`src/rtl/mpic_pkg.sv`:
```
package mpic_pkg;
  localparam logic [11:0] OFS_CTRL    = 12'h000;
  localparam logic [11:0] OFS_EN_SET  = 12'h030;
  localparam logic [11:0] OFS_EN_CLR  = 12'h034;
  localparam logic [11:0] OFS_ACK     = 12'h044;
  localparam logic [11:0] OFS_MSK_SET = 12'h048;
  localparam logic [11:0] OFS_MSK_CLR = 12'h04C;
  localparam logic [11:0] OFS_ROUTE   = 12'h100;
  localparam logic [9:0]  ACK_NONE    = 10'd1023;

  typedef enum logic [1:0] {RD_NONE, RD_CTRL, RD_ACK, RD_ROUTE} rdSel_e;

  typedef struct packed {
    logic   setEn;
    logic   clrEn;
    logic   setMsk;
    logic   clrMsk;
    logic   wrRoute;
    rdSel_e rdSel;
  } strobe_t;
endpackage

```
`src/rtl/mpic_ctrl.sv`:
```
module mpic_ctrl
  import mpic_pkg::*;
#(
  parameter int NUM_SRC = 32,
  localparam int SRC_W = $clog2(NUM_SRC)
) (
  input  logic             winSel,
  input  logic [11:0]      busAddr,
  input  logic [31:0]      wrData,
  input  logic             wrEn,
  input  logic             rdEn,
  output strobe_t          stb,
  output logic [SRC_W-1:0] wIdx,
  output logic [SRC_W-1:0] rIdx
);
  localparam logic [12:0] ROUTE_END = 13'(32'h100 + 4 * NUM_SRC);

  logic numOk;
  logic routeHit;

  always_comb begin
    numOk    = wrData < 32'(NUM_SRC);
    routeHit = !winSel && (busAddr[1:0] == 2'b00) && (busAddr >= OFS_ROUTE)
               && ({1'b0, busAddr} < ROUTE_END);
    wIdx     = SRC_W'(wrData);
    rIdx     = SRC_W'((busAddr - OFS_ROUTE) >> 2);
    stb      = '{setEn: 1'b0, clrEn: 1'b0, setMsk: 1'b0, clrMsk: 1'b0,
                 wrRoute: 1'b0, rdSel: RD_NONE};
    if (wrEn) begin
      if (!winSel) begin
        stb.setEn   = (busAddr == OFS_EN_SET) && numOk;
        stb.clrEn   = (busAddr == OFS_EN_CLR) && numOk;
        stb.wrRoute = routeHit;
      end else begin
        stb.setMsk  = (busAddr == OFS_MSK_SET) && numOk;
        stb.clrMsk  = (busAddr == OFS_MSK_CLR) && numOk;
      end
    end
    if (rdEn) begin
      if (!winSel && busAddr == OFS_CTRL) stb.rdSel = RD_CTRL;
      else if (routeHit)                  stb.rdSel = RD_ROUTE;
      else if (winSel && busAddr == OFS_ACK) stb.rdSel = RD_ACK;
    end
  end
endmodule

```
`src/rtl/mpic_pick.sv`:
```
module mpic_pick #(
  parameter int N = 32
) (
  input  logic [N-1:0] req,
  output logic [9:0]   num
);
  always_comb begin
    num = mpic_pkg::ACK_NONE;
    for (int i = N - 1; i >= 0; i--) begin
      if (req[i]) num = 10'(i);
    end
  end
endmodule

```
`src/rtl/mpic_dp.sv`:
```
module mpic_dp
  import mpic_pkg::*;
#(
  parameter int NUM_CPUS = 4,
  parameter int NUM_SRC  = 32,
  localparam int CPU_W = $clog2(NUM_CPUS),
  localparam int SRC_W = $clog2(NUM_SRC)
) (
  input  logic                clk,
  input  logic                rstN,
  input  strobe_t             stb,
  input  logic [SRC_W-1:0]    wIdx,
  input  logic [SRC_W-1:0]    rIdx,
  input  logic [CPU_W-1:0]    cpuSel,
  input  logic [NUM_CPUS-1:0] routeData,
  input  logic [NUM_SRC-1:0]  srcIn,
  output logic [31:0]         rdData,
  output logic [NUM_CPUS-1:0] irqOut
);
  logic [NUM_SRC-1:0]                 enableQ;
  logic [NUM_CPUS-1:0][NUM_SRC-1:0]   maskQ;
  logic [NUM_SRC-1:0][NUM_CPUS-1:0]   routeQ;
  logic [NUM_CPUS-1:0][NUM_SRC-1:0]   live;
  logic [9:0]                         ackNum;

  always_ff @(posedge clk) begin
    if (!rstN) enableQ <= '0;
    else if (stb.setEn) enableQ[wIdx] <= 1'b1;
    else if (stb.clrEn) enableQ[wIdx] <= 1'b0;
  end

  for (genvar c = 0; c < NUM_CPUS; c++) begin : g_cpu
    always_ff @(posedge clk) begin
      if (!rstN) maskQ[c] <= '1;
      else if (cpuSel == CPU_W'(c)) begin
        if (stb.setMsk)      maskQ[c][wIdx] <= 1'b1;
        else if (stb.clrMsk) maskQ[c][wIdx] <= 1'b0;
      end
    end
    for (genvar s = 0; s < NUM_SRC; s++) begin : g_src
      assign live[c][s] = srcIn[s] & enableQ[s] & routeQ[s][c] & ~maskQ[c][s];
    end
    assign irqOut[c] = |live[c];
  end

  always_ff @(posedge clk) begin
    if (!rstN) routeQ <= '0;
    else if (stb.wrRoute) routeQ[rIdx] <= routeData;
  end

  mpic_pick #(.N(NUM_SRC)) u_pick (.req(live[cpuSel]), .num(ackNum));

  always_ff @(posedge clk) begin
    if (!rstN) rdData <= '0;
    else begin
      unique case (stb.rdSel)
        RD_CTRL:  rdData <= 32'(NUM_SRC) << 2;
        RD_ACK:   rdData <= {22'b0, ackNum};
        RD_ROUTE: rdData <= 32'(routeQ[rIdx]);
        default:  rdData <= '0;
      endcase
    end
  end
endmodule

```
`src/rtl/mpic_core.sv`:
```
module mpic_core
  import mpic_pkg::*;
#(
  parameter int NUM_CPUS = 4,
  parameter int NUM_SRC  = 32,
  localparam int CPU_W = $clog2(NUM_CPUS),
  localparam int SRC_W = $clog2(NUM_SRC)
) (
  input  logic                clk,
  input  logic                rstN,
  input  logic                winSel,
  input  logic [CPU_W-1:0]    cpuSel,
  input  logic [11:0]         busAddr,
  input  logic [31:0]         wrData,
  input  logic                wrEn,
  input  logic                rdEn,
  output logic [31:0]         rdData,
  input  logic [NUM_SRC-1:0]  srcIn,
  output logic [NUM_CPUS-1:0] irqOut
);
  strobe_t          stb;
  logic [SRC_W-1:0] wIdx;
  logic [SRC_W-1:0] rIdx;

  mpic_ctrl #(.NUM_SRC(NUM_SRC)) u_ctrl (
    .winSel(winSel), .busAddr(busAddr), .wrData(wrData), .wrEn(wrEn),
    .rdEn(rdEn), .stb(stb), .wIdx(wIdx), .rIdx(rIdx)
  );

  mpic_dp #(.NUM_CPUS(NUM_CPUS), .NUM_SRC(NUM_SRC)) u_dp (
    .clk(clk), .rstN(rstN), .stb(stb), .wIdx(wIdx), .rIdx(rIdx),
    .cpuSel(cpuSel), .routeData(wrData[NUM_CPUS-1:0]), .srcIn(srcIn),
    .rdData(rdData), .irqOut(irqOut)
  );
endmodule

```
`config.mk`:
```
export PLATFORM = sky130hd
export DESIGN_NAME = mpic_core
export DESIGN_NICKNAME = d
export VERILOG_FILES = /design/src/rtl/mpic_pkg.sv /design/src/rtl/mpic_ctrl.sv /design/src/rtl/mpic_pick.sv /design/src/rtl/mpic_dp.sv /design/src/rtl/mpic_core.sv
export SDC_FILE = /design/constraint.sdc
export NUM_CORES = 1
export LEC_CHECK = 0
export BUFFER_PORTS_ARGS = -buffer_cell sky130_fd_sc_hd__buf_4
export CORE_ASPECT_RATIO = 1.2
export CORE_MARGIN = 5
export CORE_UTILIZATION = 55
export CTS_CLUSTER_SIZE = 12
export DETAILED_ROUTE_END_ITERATION = 12
export PLACE_DENSITY = 0.8
export SYNTH_ARGS = -nofsm -noshare
export SYNTH_HDL_FRONTEND = slang
export SYNTH_SLANG_ARGS = --single-unit
```
`constraint.sdc`:
```
create_clock -name clk -period 2.25 [get_ports clk]
set_input_delay 0.1125 -clock clk [delete_from_list [all_inputs] [get_ports clk]]
set_output_delay 0.1125 -clock clk [all_outputs]
set_load 0.1 [all_outputs]
```
Word-level counts from Yosys, hierarchy flattened
Cells that the tools add are included.
Cells by class
  eq/ne operators: 11
  bitwise operators: 427
  reduce and logical (&&, ||, !) cells: 25
  mux-type cells: 60
  $lt $le $gt $ge: 8
  $add $sub $neg: 1
Operators with widths (count)
  two-way mux 32 bit: 11
  two-way mux 10 bit: 32
  AND 1 bit: 288
  AND 32 bit: 5
  bitwise OR 32 bit: 5
  bitwise mux 128 bit: 1
  inverter 1 bit: 128
  OR reduction 32 bit: 4
  binary-select mux 32 bit (select 2 bit): 1
  == test 12 x 7 -> 1 bit (second input constant): 3
  less-than comparator 32 x 6 -> 1 bit (second input constant): 1
  inverter 32 bit: 1
  case mux 10 bit (3 select lines): 1
  == test 12 x 6 -> 1 bit (second input constant): 2
  binary-select mux 4 bit (select 5 bit): 1
  demux 4 bit (select 5 bit): 1
  greater-or-equal comparator 12 x 9 -> 1 bit (second input constant): 1
  logical NOT 12 bit: 1
  less-than comparator 12 x 9 -> 1 bit (second input constant): 1
  less-than comparator 5 x 6 -> 1 bit (second input constant): 2
  two-way mux 2 bit: 6
  logical AND 1 bit: 11
  greater-or-equal comparator 5 x 1 -> 1 bit (second input constant): 2
  == test 2 bit (second input constant): 4
  other kinds (11): 19
Storage, ports and cells
  register bits: 320
  output and inout port bits: 36
  input port bits: 83
  logic and storage cells: 570

Longest topological paths before layout
Gate-level depths: netlist of run 1.
  word-level depth: 38
  gate-level depth with buffers: 9
  mapped depth without buffers: 6

Cells and area by module
From an unflattened synthesis of run 1, not the netlist that was laid out.
Unflattened totals
  cell total of the unflattened synthesis: 2060
  area total of the unflattened synthesis: 17234.0 um2
By module, submodules not included
  mpic_dp: times used 1, cells each 1950, sequential area each 5965.7 um2, area an instance 16552.1 um2
  mpic_pick: times used 1, cells each 68, sequential area each 0.0 um2, area an instance 400.4 um2
  mpic_ctrl: times used 1, cells each 42, sequential area each 0.0 um2, area an instance 281.5 um2

Least setup slack after synthesis of run 1
Ideal clock, no wire load.
  path type: register to output
  start: register with a tool-made name
  end: output irqOut[1]
  path buffers: 0
  required time: 2.138 ns
  stages on the path, launching flop included: 6
  arrival: 2.019 ns
  path slack: 0.118 ns
  cells stage by stage: dfxtp_1 -> and4b_1 -> or3b_2 -> or4_1 -> nor3_1 -> nand2_1
RTL lines
  end: declaration: line mpic_core.sv:19  | output logic [NUM_CPUS-1:0] irqOut

Worst setup path after layout of run 1
  start: register u_dp.routeQ[60] (netlist bit)
  end: output irqOut[0]
Between the ends
  word-level cells in the longest chain between the ends: 3
Ends and longest elaborated chain
  start: declaration: line mpic_dp.sv:22  | logic [NUM_SRC-1:0][NUM_CPUS-1:0] routeQ;
  start signal: indexed assignment: line mpic_dp.sv:48  | else if (stb.wrRoute) routeQ[rIdx] <= routeData;
  AND 1 bit (2 in a row): line mpic_dp.sv:41  | assign live[c][s] = srcIn[s] & enableQ[s] & routeQ[s][c] & ~maskQ[c][s];
  OR reduction 32 bit: line mpic_dp.sv:43  | assign irqOut[c] = |live[c];
No other way between the ends.

==> results.yml, run 1 <==
run_status:
  status: "complete, but fails checks"
  violations: "negative setup slack"
sta:
  tightest_slew_ns: 0.8701
  setup_viol_count_final: 4
  rsz0062_at_grt: "yes"
  skew_ns: 0.02473
  fin_setup_tns_ns: -0.8476
  holdWs_ns: 0.03436
  finalWorstSetupSlack_ns: -0.3823
  hold_violations: 0
  fmaxAchievable_mhz: 379.9
  slew_headroom: 0.4199
  period_share: 1.170
  slew_violations: 0
  fin_crit_ns: 2.632
power:
  power.density_nw_per_um2: 579.9
  p_leak_nw: 7.354
  max-vdd-ir-drop_mv: 0.6722
setup_path:
  start_kind: "flop"
  cp_max_fo: 3
  critical_path_class: "reg2out"
  cp.arrival_ns: 2.52
  critPathRequiredTime_ns: 2.14
  cpPeakStageDelay_ns: 0.45
  crit_top_cell: "nand2_2"
  cp-end-kind: "primary output"
  path_cells: "nand4b_1 > nand2_2 > or3b_4 > or4_4 > nor3_4 > nand2_2 > buf_12"
  slowest_stage: "or4_4"
layout:
  fin_nets: 2027
  final_common_cell: "dfxtp_1"
  final_area_sq_um: 19360
  utilization: 0.6732
  n_antenna_cell: 0
  area_growth_pct: 21.03
  drive_above_1_share: 0.2306
  multi_input_area_sq_um: 9484
  n_fill_cell: 2357
  seq_area_sq_um: 5921
  layout_common_cells: "dfxtp_1 (283), buf_4 (275), nand2_1 (245), nor2_1 (187), nand4b_1 (180)"
global_routing:
  track_usage: 0.3850
  gr-total-overflow: 0
  grt_pass1_vias: 15730
  grt_pass1_wl_mm: 97.38
  antenna_found_initial: 0
  grt_max_degree: 161
logic_synthesis:
  synth.distinct_cells: 66
  synth_seq_cells: 295
  synth_ff_type: "dfxtp_1"
  syn_avg_cell_area_sq_um: 9.027
  yosysSeqAreaShare: 0.3692
  ys_warn_count: 0
  async_reset_ff_frac: 0
  synthCells: 1772
  synth_area_sq_um: 16000
  synth_edf_count: 0
clock_network:
  clkLatencyLatePin_ns: 0.60
  cts_buffers: 31
  clock_sinks: 295
  root_buffer: "clkbuf_16"
  htreeDepth: 1
  cts_tree: "done"
  clockBufferDepth: 3
  clk_pin_slew_worst_paths_ns: 0.06
die:
  rows: 68
  pin_count: 119
  die_w_um: 165.7
  die_area_sq_um: 32610
  dieHeight_um: 196.8
  core_sq_um: 28760
  start_util: 0.5562
drt:
  wl_mm: 66.07
  ant_nets: 0
  routed_via_density: 7.058
  route.detailed.drc: 0
  routedWlPerCell_um: 28.18
  dr.pass1.iters: 6
  vias: 16550
  drt_iter0_markers: 2611
job:
  maxCapViolations: 0
place:
  gp_congestion: 1.100
  post-place-ws_ns: -0.1812
  io_buffer_count: 96
  dp_hpwl_mm: 47.05
  placed_area_sq_um: 18030
worst_hold_path:
  hold_path_class: "in2reg"
-- metal layers --
layer  up-vias  part of all wire  track usage  routed length, um
met5         -                 0            0                  0
met4         0             0.081       0.2472               5352
met3       311              0.12      0.08706               7769
met2      1252              0.44       0.6043              28950
met1      7960              0.36       0.4812              24000
li1       7027                 -            -                  -
-- final cells by class --
type                       count  area share
multi-input combinational   1305      0.4899
sequential                   295      0.3058
timing repair buffer         301      0.1289
clock buffer                  41     0.04356
tap                          385     0.02488
clock inverter                 8    0.004783
inverter                      10    0.002068
-- where the power goes --
| group | switching [mW] | internal [mW] | total [mW] | leakage [nW] |
|---|---|---|---|---|
| combinational | 0.730 | 0.293 | 1.02 | 4.51 |
| clock | 2.17 | 2.81 | 4.98 | 0.460 |
| sequential | 0.000136 | 5.22 | 5.22 | 2.38 |
| total | 2.90 | 8.33 | 11.2 | 7.35 |
-- final timing paths --
check	startpoint	endpoint	slack [ns]	cells after the start
worst max register to register	flop	u_dp.rdData[2]	0	7
worst max-delay path	u_dp.routeQ[60]	irqOut[0]	-0.38	7
worst min-delay path	wrData[3]	u_dp.routeQ[47]	0.03	3
worst min register to register	flop	flop	0.46	2
-- worst max-delay path: cells and delay by family, from the launching register on --
family,cells,cell delay (ns)
and+or+nand+nor,6,1.41
DFF,1,0.34
buffers and inverters,1,0.19
-- Yosys cell counts, types with 5 or more instances --
cell / instances / area, sq um
nor2_1: 188 / 705.7
mux2i_1: 140 / 1401
o221ai_1: 5 / 43.79
or3b_2: 5 / 43.79
nand4_1: 61 / 381.6
nand2b_1: 16 / 100.1
nor3b_1: 6 / 45.04
nor3_1: 6 / 30.03
and4b_1: 8 / 80.08
nor4_1: 45 / 281.5
or3_1: 5 / 31.28
o21ai_0: 38 / 190.2
clkbuf_1: 104 / 390.4
mux4_2: 62 / 1396
a21oi_1: 56 / 280.3
o311ai_1: 98 / 858.3
inv_1: 9 / 33.78
nand3_1: 29 / 145.1
o22ai_1: 16 / 100.1
buf_2: 29 / 145.1
buf_1: 21 / 78.83
nor2b_1: 5 / 31.28
and2_1: 6 / 37.54
dfxtp_1: 295 / 5906
buf_4: 27 / 202.7
and3_1: 7 / 43.79
nand3b_1: 6 / 45.04
nand2_1: 249 / 934.7
nand4b_1: 180 / 1577
-- kinds of logic (layout without fill, tap and decap cells) --
kind of cell,after synthesis,count (layout),synth area share
buffers and inverters,193,360,0.05483
other,1,22,0.0002344
AND/OR/NAND/NOR,844,844,0.2956
multiplexers,203,203,0.1756
flip-flops,295,295,0.3692
AO/OA/AOI/OAI,236,236,0.1045
-- repair_timing --
| action | CTS | global route |
|---|---|---|
| hold buffers | 8 | 0 |
| buffers inserted | 8 | 1 |
| resized for setup | 33 | 27 |
| pin swaps | 13 | 8 |
| setup endpoints to repair | 5 | 10 |
| gates cloned | 0 | 0 |
| hold endpoints to repair | 24 | 0 |
-- per-stage QoR --
stage | total power [mW] | instances
2_1_floorplan | 5.938 | 1793
3_3_place_gp | 6.308 | 2279
3_5_place_dp | 6.314 | 2279
4_1_cts | 11.19 | 2344
5_1_grt | 11.46 | 2345
6_report | 11.23 | 2345
No activity file was read; power rests on OpenSTA's default activity.
==> inputs of run 2 (changes only) <==
--- a/config.mk
+++ b/config.mk
@@ -12,6 +12,7 @@
 export CTS_CLUSTER_SIZE = 12
 export DETAILED_ROUTE_END_ITERATION = 12
 export PLACE_DENSITY = 0.8
+export RECOVER_POWER = 25
 export SYNTH_ARGS = -nofsm -noshare
 export SYNTH_HDL_FRONTEND = slang
 export SYNTH_SLANG_ARGS = --single-unit
==> run 2 against run 1 <==
  * The flow still finishes with violations (negative setup slack)
  * Worst hold slack gained 0.014 ns
  * Critical path depth stayed put
  * First-iteration DRC count shrank 5.3%
  * Non-clock buffer count did not move
  * Power about the same
  * Register-to-register slack about the same
  * Count of clock-buffer cells in the layout did not move
  * Largest cell class unchanged
  * Clock skew decreased by 0.0053 ns
  * Via count is 0.47% lower
  * Critical path type unchanged
  * Wire length is 0.10% lower
  * Highest routed layer unchanged
  * Sequential cell count stayed put
==> results.yml, run 2 (same netlist as run 1, synthesis figures left out) <==
place:
  placed_cells: 2279
  placed_area_sq_um: 18030
  gp_congestion: 1.100
  dp_hpwl_mm: 47.05
  io_buffer_count: 96
global_routing:
  track_usage: 0.3850
  grt_max_degree: 161
  grt_use_met2: 0.6043
  antenna_found_initial: 0
  grt_most_used_layer: "met2"
  grt_pass1_vias: 15730
  gr-usage-met3: 0.08706
  grt_use_met1: 0.4812
  grt_pass1_wl_mm: 97.38
  gr-total-overflow: 0
setup_path:
  r2r_end: "u_dp.rdData[2]"
  slowest_stage: "or4_4"
  r2r_cells: 7
  critical_path_class: "reg2out"
  cpPeakStageDelay_ns: 0.45
  path_cells: "nand4b_1 > nand2_2 > or3b_4 > or4_4 > nor3_4 > nand2_2 > buf_12"
  cp-end-kind: "primary output"
  cp.arrival_ns: 2.52
  r2r_setup_slack_ns: 0
  crit_top_cell: "nand2_2"
  cp_max_fo: 5
  critPathRequiredTime_ns: 2.14
  start_kind: "flop"
layout:
  n_antenna_cell: 0
  layout.cells.non_filler: 2345
  multi_input_area_sq_um: 9484
  n_fill_cell: 2373
  seq_area_sq_um: 5921
  final_common_cell: "dfxtp_1"
  fin_nets: 2027
  drive_above_1_share: 0.2240
  final_area_sq_um: 19260
  layout_common_cells: "dfxtp_1 (283), buf_4 (255), nand2_1 (245), nor2_1 (187), nand4b_1 (180)"
  area_growth_pct: 20.42
drt:
  routedWlPerCell_um: 28.15
  ant_nets: 0
  dr.pass1.iters: 6
  route.detailed.drc: 0
  routed_via_density: 7.024
  drt_iter0_markers: 2472
  wl_mm: 66.00
  vias: 16470
job:
  maxCapViolations: 0
clock_network:
  clkLatencyLatePin_ns: 0.59
  cts_buffers: 31
  clockBufferDepth: 3
  htreeDepth: 1
  root_buffer: "clkbuf_16"
  clock_sinks: 295
  clk_pin_slew_worst_paths_ns: 0.06
  cts_tree: "done"
power:
  p_leak_nw: 7.280
  total_power_mw: 11.22
  max-vdd-ir-drop_mv: 0.6689
  power.density_nw_per_um2: 582.6
sta:
  period_share: 1.170
  fin_crit_ns: 2.634
  finalWorstSetupSlack_ns: -0.3836
  fmaxAchievable_mhz: 379.7
  setup_viol_count_final: 6
  fin_setup_tns_ns: -0.9310
  slew_violations: 0
  rsz0062_at_grt: "yes"
  tightest_slew_ns: 1.196
  hold_violations: 0
  slew_headroom: 0.2060
  skew_ns: 0.01944
worst_hold_path:
  hold_path_depth: 3
  hold_path_end: "u_dp.routeQ[47]"
  min_from: "wrData[3]"
  hold_path_class: "in2reg"
die:
  dieHeight_um: 196.8
  die_w_um: 165.7
  pin_count: 119
  start_util: 0.5562
  rows: 68
  core_sq_um: 28760
  die_area_sq_um: 32610
run_status:
  status: "complete, but fails checks"
  violations: "negative setup slack"
-- run 2: cell count changes in the layout (fill, tap and decap cells not counted), sizes merged --
cell	change
buf	-22
clkbuf	+22
-- run 2: worst max-delay path: cells and delay by family, from the launching register on --
| family | cells | cell delay [ns] |
|---|---|---|
| buffers and inverters | 1 | 0.20 |
| flip-flops | 1 | 0.34 |
| AND/OR/NAND/NOR | 6 | 1.41 |
-- run 2: timing repair --
action	in CTS	in global routing
hold endpoints to repair	24	0
buffers inserted	8	1
hold buffers	8	0
pin swaps	13	8
resized for setup	33	27
setup endpoints to repair	5	10
-- run 2: area by class of cell --
cell class | count | share of cell area
Multi-Input combinational cell | 1305 | 0.4924
Sequential cell | 295 | 0.3074
Timing Repair Buffer | 301 | 0.1246
Clock buffer | 41 | 0.04378
Tap cell | 385 | 0.02501
Clock inverter | 8 | 0.004807
Inverter | 10 | 0.002079
-- run 2: through the flow --
step	util	setup WS (ns)	hold slack [ns]
CTS	0.6692	-0.4786	0.02691
finish	0.6698	-0.3836	0.04869
detailed placement	0.6269	-0.1812	0.4461
global route	0.6698	-0.3953	0.04273
floorplan	-	0.1185	0.3158
global placement	0.6269	-0.1294	0.4436
-- run 2: worst max-delay path by stage --
stage                     startpoint             end  slack (ns)  depth (start not counted)
after floorplan                 flop       irqOut[1]        0.12                          5
after global placement          flop  u_dp.rdData[1]       -0.13                          6
after detailed placement        flop  u_dp.rdData[1]       -0.18                          6
after CTS                       flop       irqOut[0]       -0.48                          7
after global routing            flop       irqOut[0]       -0.40                          7
final                           flop       irqOut[0]       -0.38                          7
-- run 2: where the power goes --
group | internal, mW | switching [mW] | leakage (nW)
Combinational | 0.292 | 0.728 | 4.44
Clock | 2.81 | 2.17 | 0.460
Sequential | 5.22 | 0.000136 | 2.38
-- run 2: metal layers --
metal	vias up	wire length (um)
met5	-	0
met4	0	5339
met3	303	7626
met2	1242	28940
met1	7899	24100
li1	7028	-
==> inputs of run 3 (changes only) <==
--- a/config.mk
+++ b/config.mk
@@ -13,6 +13,7 @@
 export DETAILED_ROUTE_END_ITERATION = 12
 export PLACE_DENSITY = 0.8
 export RECOVER_POWER = 25
+export REMOVE_ABC_BUFFERS = 1
 export SYNTH_ARGS = -nofsm -noshare
 export SYNTH_HDL_FRONTEND = slang
 export SYNTH_SLANG_ARGS = --single-unit
==> run 3 against run 2 <==
  * The flow still finishes with violations (negative setup slack)
  * Final cell count fell by 3.2%
  * Register-to-register slack barely moved
  * Worst setup slack got worse by 0.081 ns
  * Core utilization fell by 2.3 points
  * Combinational power barely moved
  * Clock skew fell by 0.011 ns
  * Count of clock-buffer cells in the layout rose by 4
  * Largest cell class unchanged
  * Highest routed layer unchanged
==> results.yml, run 3 (same netlist as run 1, synthesis figures left out) <==
die:
  core_sq_um: 28760
  rows: 68
  pin_count: 119
  die_area_sq_um: 32610
  start_util: 0.5562
  die_w_um: 165.7
  dieHeight_um: 196.8
sta:
  period_share: 1.206
  slew_violations: 0
  fin_setup_tns_ns: -1.029
  tightest_slew_ns: 1.190
  fin_crit_ns: 2.714
  rsz0062_at_grt: "yes"
  skew_ns: 0.008493
  fmaxAchievable_mhz: 368.4
  holdWs_ns: 0.009061
  setup_viol_count_final: 5
  finalWorstSetupSlack_ns: -0.4645
  hold_violations: 0
  slew_headroom: 0.2103
setup_path:
  critical_path_class: "reg2out"
  cp.arrival_ns: 2.60
  critPathRequiredTime_ns: 2.14
  slowest_stage: "or4_4"
  start_kind: "flop"
  path_cells: "nand4b_1 > nand2_1 > or3b_4 > or4_4 > nor3_4 > nand2_2 > buf_12"
  cp-end-kind: "primary output"
  cpPeakStageDelay_ns: 0.44
  crit_start: "u_dp.routeQ[101]"
  cp_max_fo: 3
drt:
  routedWlPerCell_um: 27.36
  dr.pass1.iters: 7
  drt_iter0_markers: 2211
  ant_nets: 0
  vias: 16040
  routed_via_density: 7.071
  wl_mm: 62.07
  route.detailed.drc: 0
worst_hold_path:
  hold_path_class: "in2reg"
  min_from: "wrData[3]"
layout:
  final_area_sq_um: 18600
  layout_common_cells: "dfxtp_1 (283), nand2_1 (246), nor2_1 (186), buf_4 (186), nand4b_1 (180)"
  fin_nets: 1952
  n_antenna_cell: 0
  area_growth_pct: 16.30
  final_common_cell: "dfxtp_1"
  multi_input_area_sq_um: 9450
  n_fill_cell: 2447
  drive_above_1_share: 0.1932
  seq_area_sq_um: 5921
place:
  gp_congestion: 1.131
  dp_hpwl_mm: 44.46
  io_buffer_count: 96
  placed_area_sq_um: 17540
power:
  max-vdd-ir-drop_mv: 0.5590
  p_leak_nw: 6.880
  power.density_nw_per_um2: 585.3
global_routing:
  gr-total-overflow: 0
  grt_pass1_vias: 15330
  track_usage: 0.3619
  antenna_found_initial: 0
  grt_pass1_wl_mm: 93.05
  grt_max_degree: 161
clock_network:
  clk_pin_slew_worst_paths_ns: 0.06
  cts_buffers: 30
  cts_tree: "done"
  clkLatencyLatePin_ns: 0.57
  root_buffer: "clkbuf_16"
  clock_sinks: 295
  htreeDepth: 1
  clockBufferDepth: 3
run_status:
  violations: "negative setup slack"
  status: "complete, but fails checks"
job:
  maxCapViolations: 0
==> run 3: cell types whose count changed in the layout (fill, tap and decap cells not counted), sizes merged <==
cell,previous run,this run
dlygate4sd3,8,1
bufinv,2,0
buf,271,204
clkinvlp,1,0
clkinv,5,1
inv,10,11
clkbuf,63,67
==> run 3: worst paths after layout <==
kind,end,slack (ns),cells past startpoint
max reg2reg,u_dp.rdData[1],0.01,7
min reg2reg,flop,0.47,2
max,irqOut[1],-0.46,7
min,u_dp.routeQ[15],0.009,3
==> run 3: cell type report <==
class,instances,area share
inverter,10,0.002152
clock buffer,45,0.04614
timing repair buffer,227,0.09867
tap,385,0.02589
clock inverter,2,0.0008744
sequential,295,0.3183
multi-input combinational,1305,0.5080
==> run 3: report_power, final <==
group          switching [mW]  leakage (nW)  internal, mW
Combinational           0.722          4.07         0.271
Sequential           0.000139          2.38          5.22
Clock                    2.08         0.427          2.59
Total                    2.80          6.88          8.09
==> run 3: critical path, delay by kind of cell (launching register included) <==
family / cells / cell delay (ns)
buffers and inverters: 1 / 0.22
DFF: 1 / 0.33
and+or+nand+nor: 6 / 1.47
==> run 3: stage by stage <==
step	power, mW	utilization	cells	setup slack, ns
finish	10.89	0.6469	2269	-0.4645
floorplan	5.693	-	1610	-3.613
global placement	6.297	0.6100	2216	-0.07689
CTS	10.85	0.6468	2267	-0.4065
detailed placement	6.303	0.6100	2216	-0.1016
global route	11.13	0.6469	2269	-0.4612
==> run 3: repair_timing <==
action                     CTS  global route
setup endpoints to repair    7             8
hold endpoints to repair     3             0
setup buffers                3             2
hold buffers                 1             0
gates resized for setup     38            24
pin swaps                    8            12
==> run 3: metal layers <==
metal / vias up / track usage / part of all wire / wire length, um
met3: 292 / 0.07904 / 0.11 / 6992
met5: - / 0 / 0 / 0
li1: 6864 / - / - / -
met4: 0 / 0.2051 / 0.073 / 4548
met1: 7685 / 0.4445 / 0.36 / 22290
met2: 1203 / 0.5929 / 0.45 / 28240
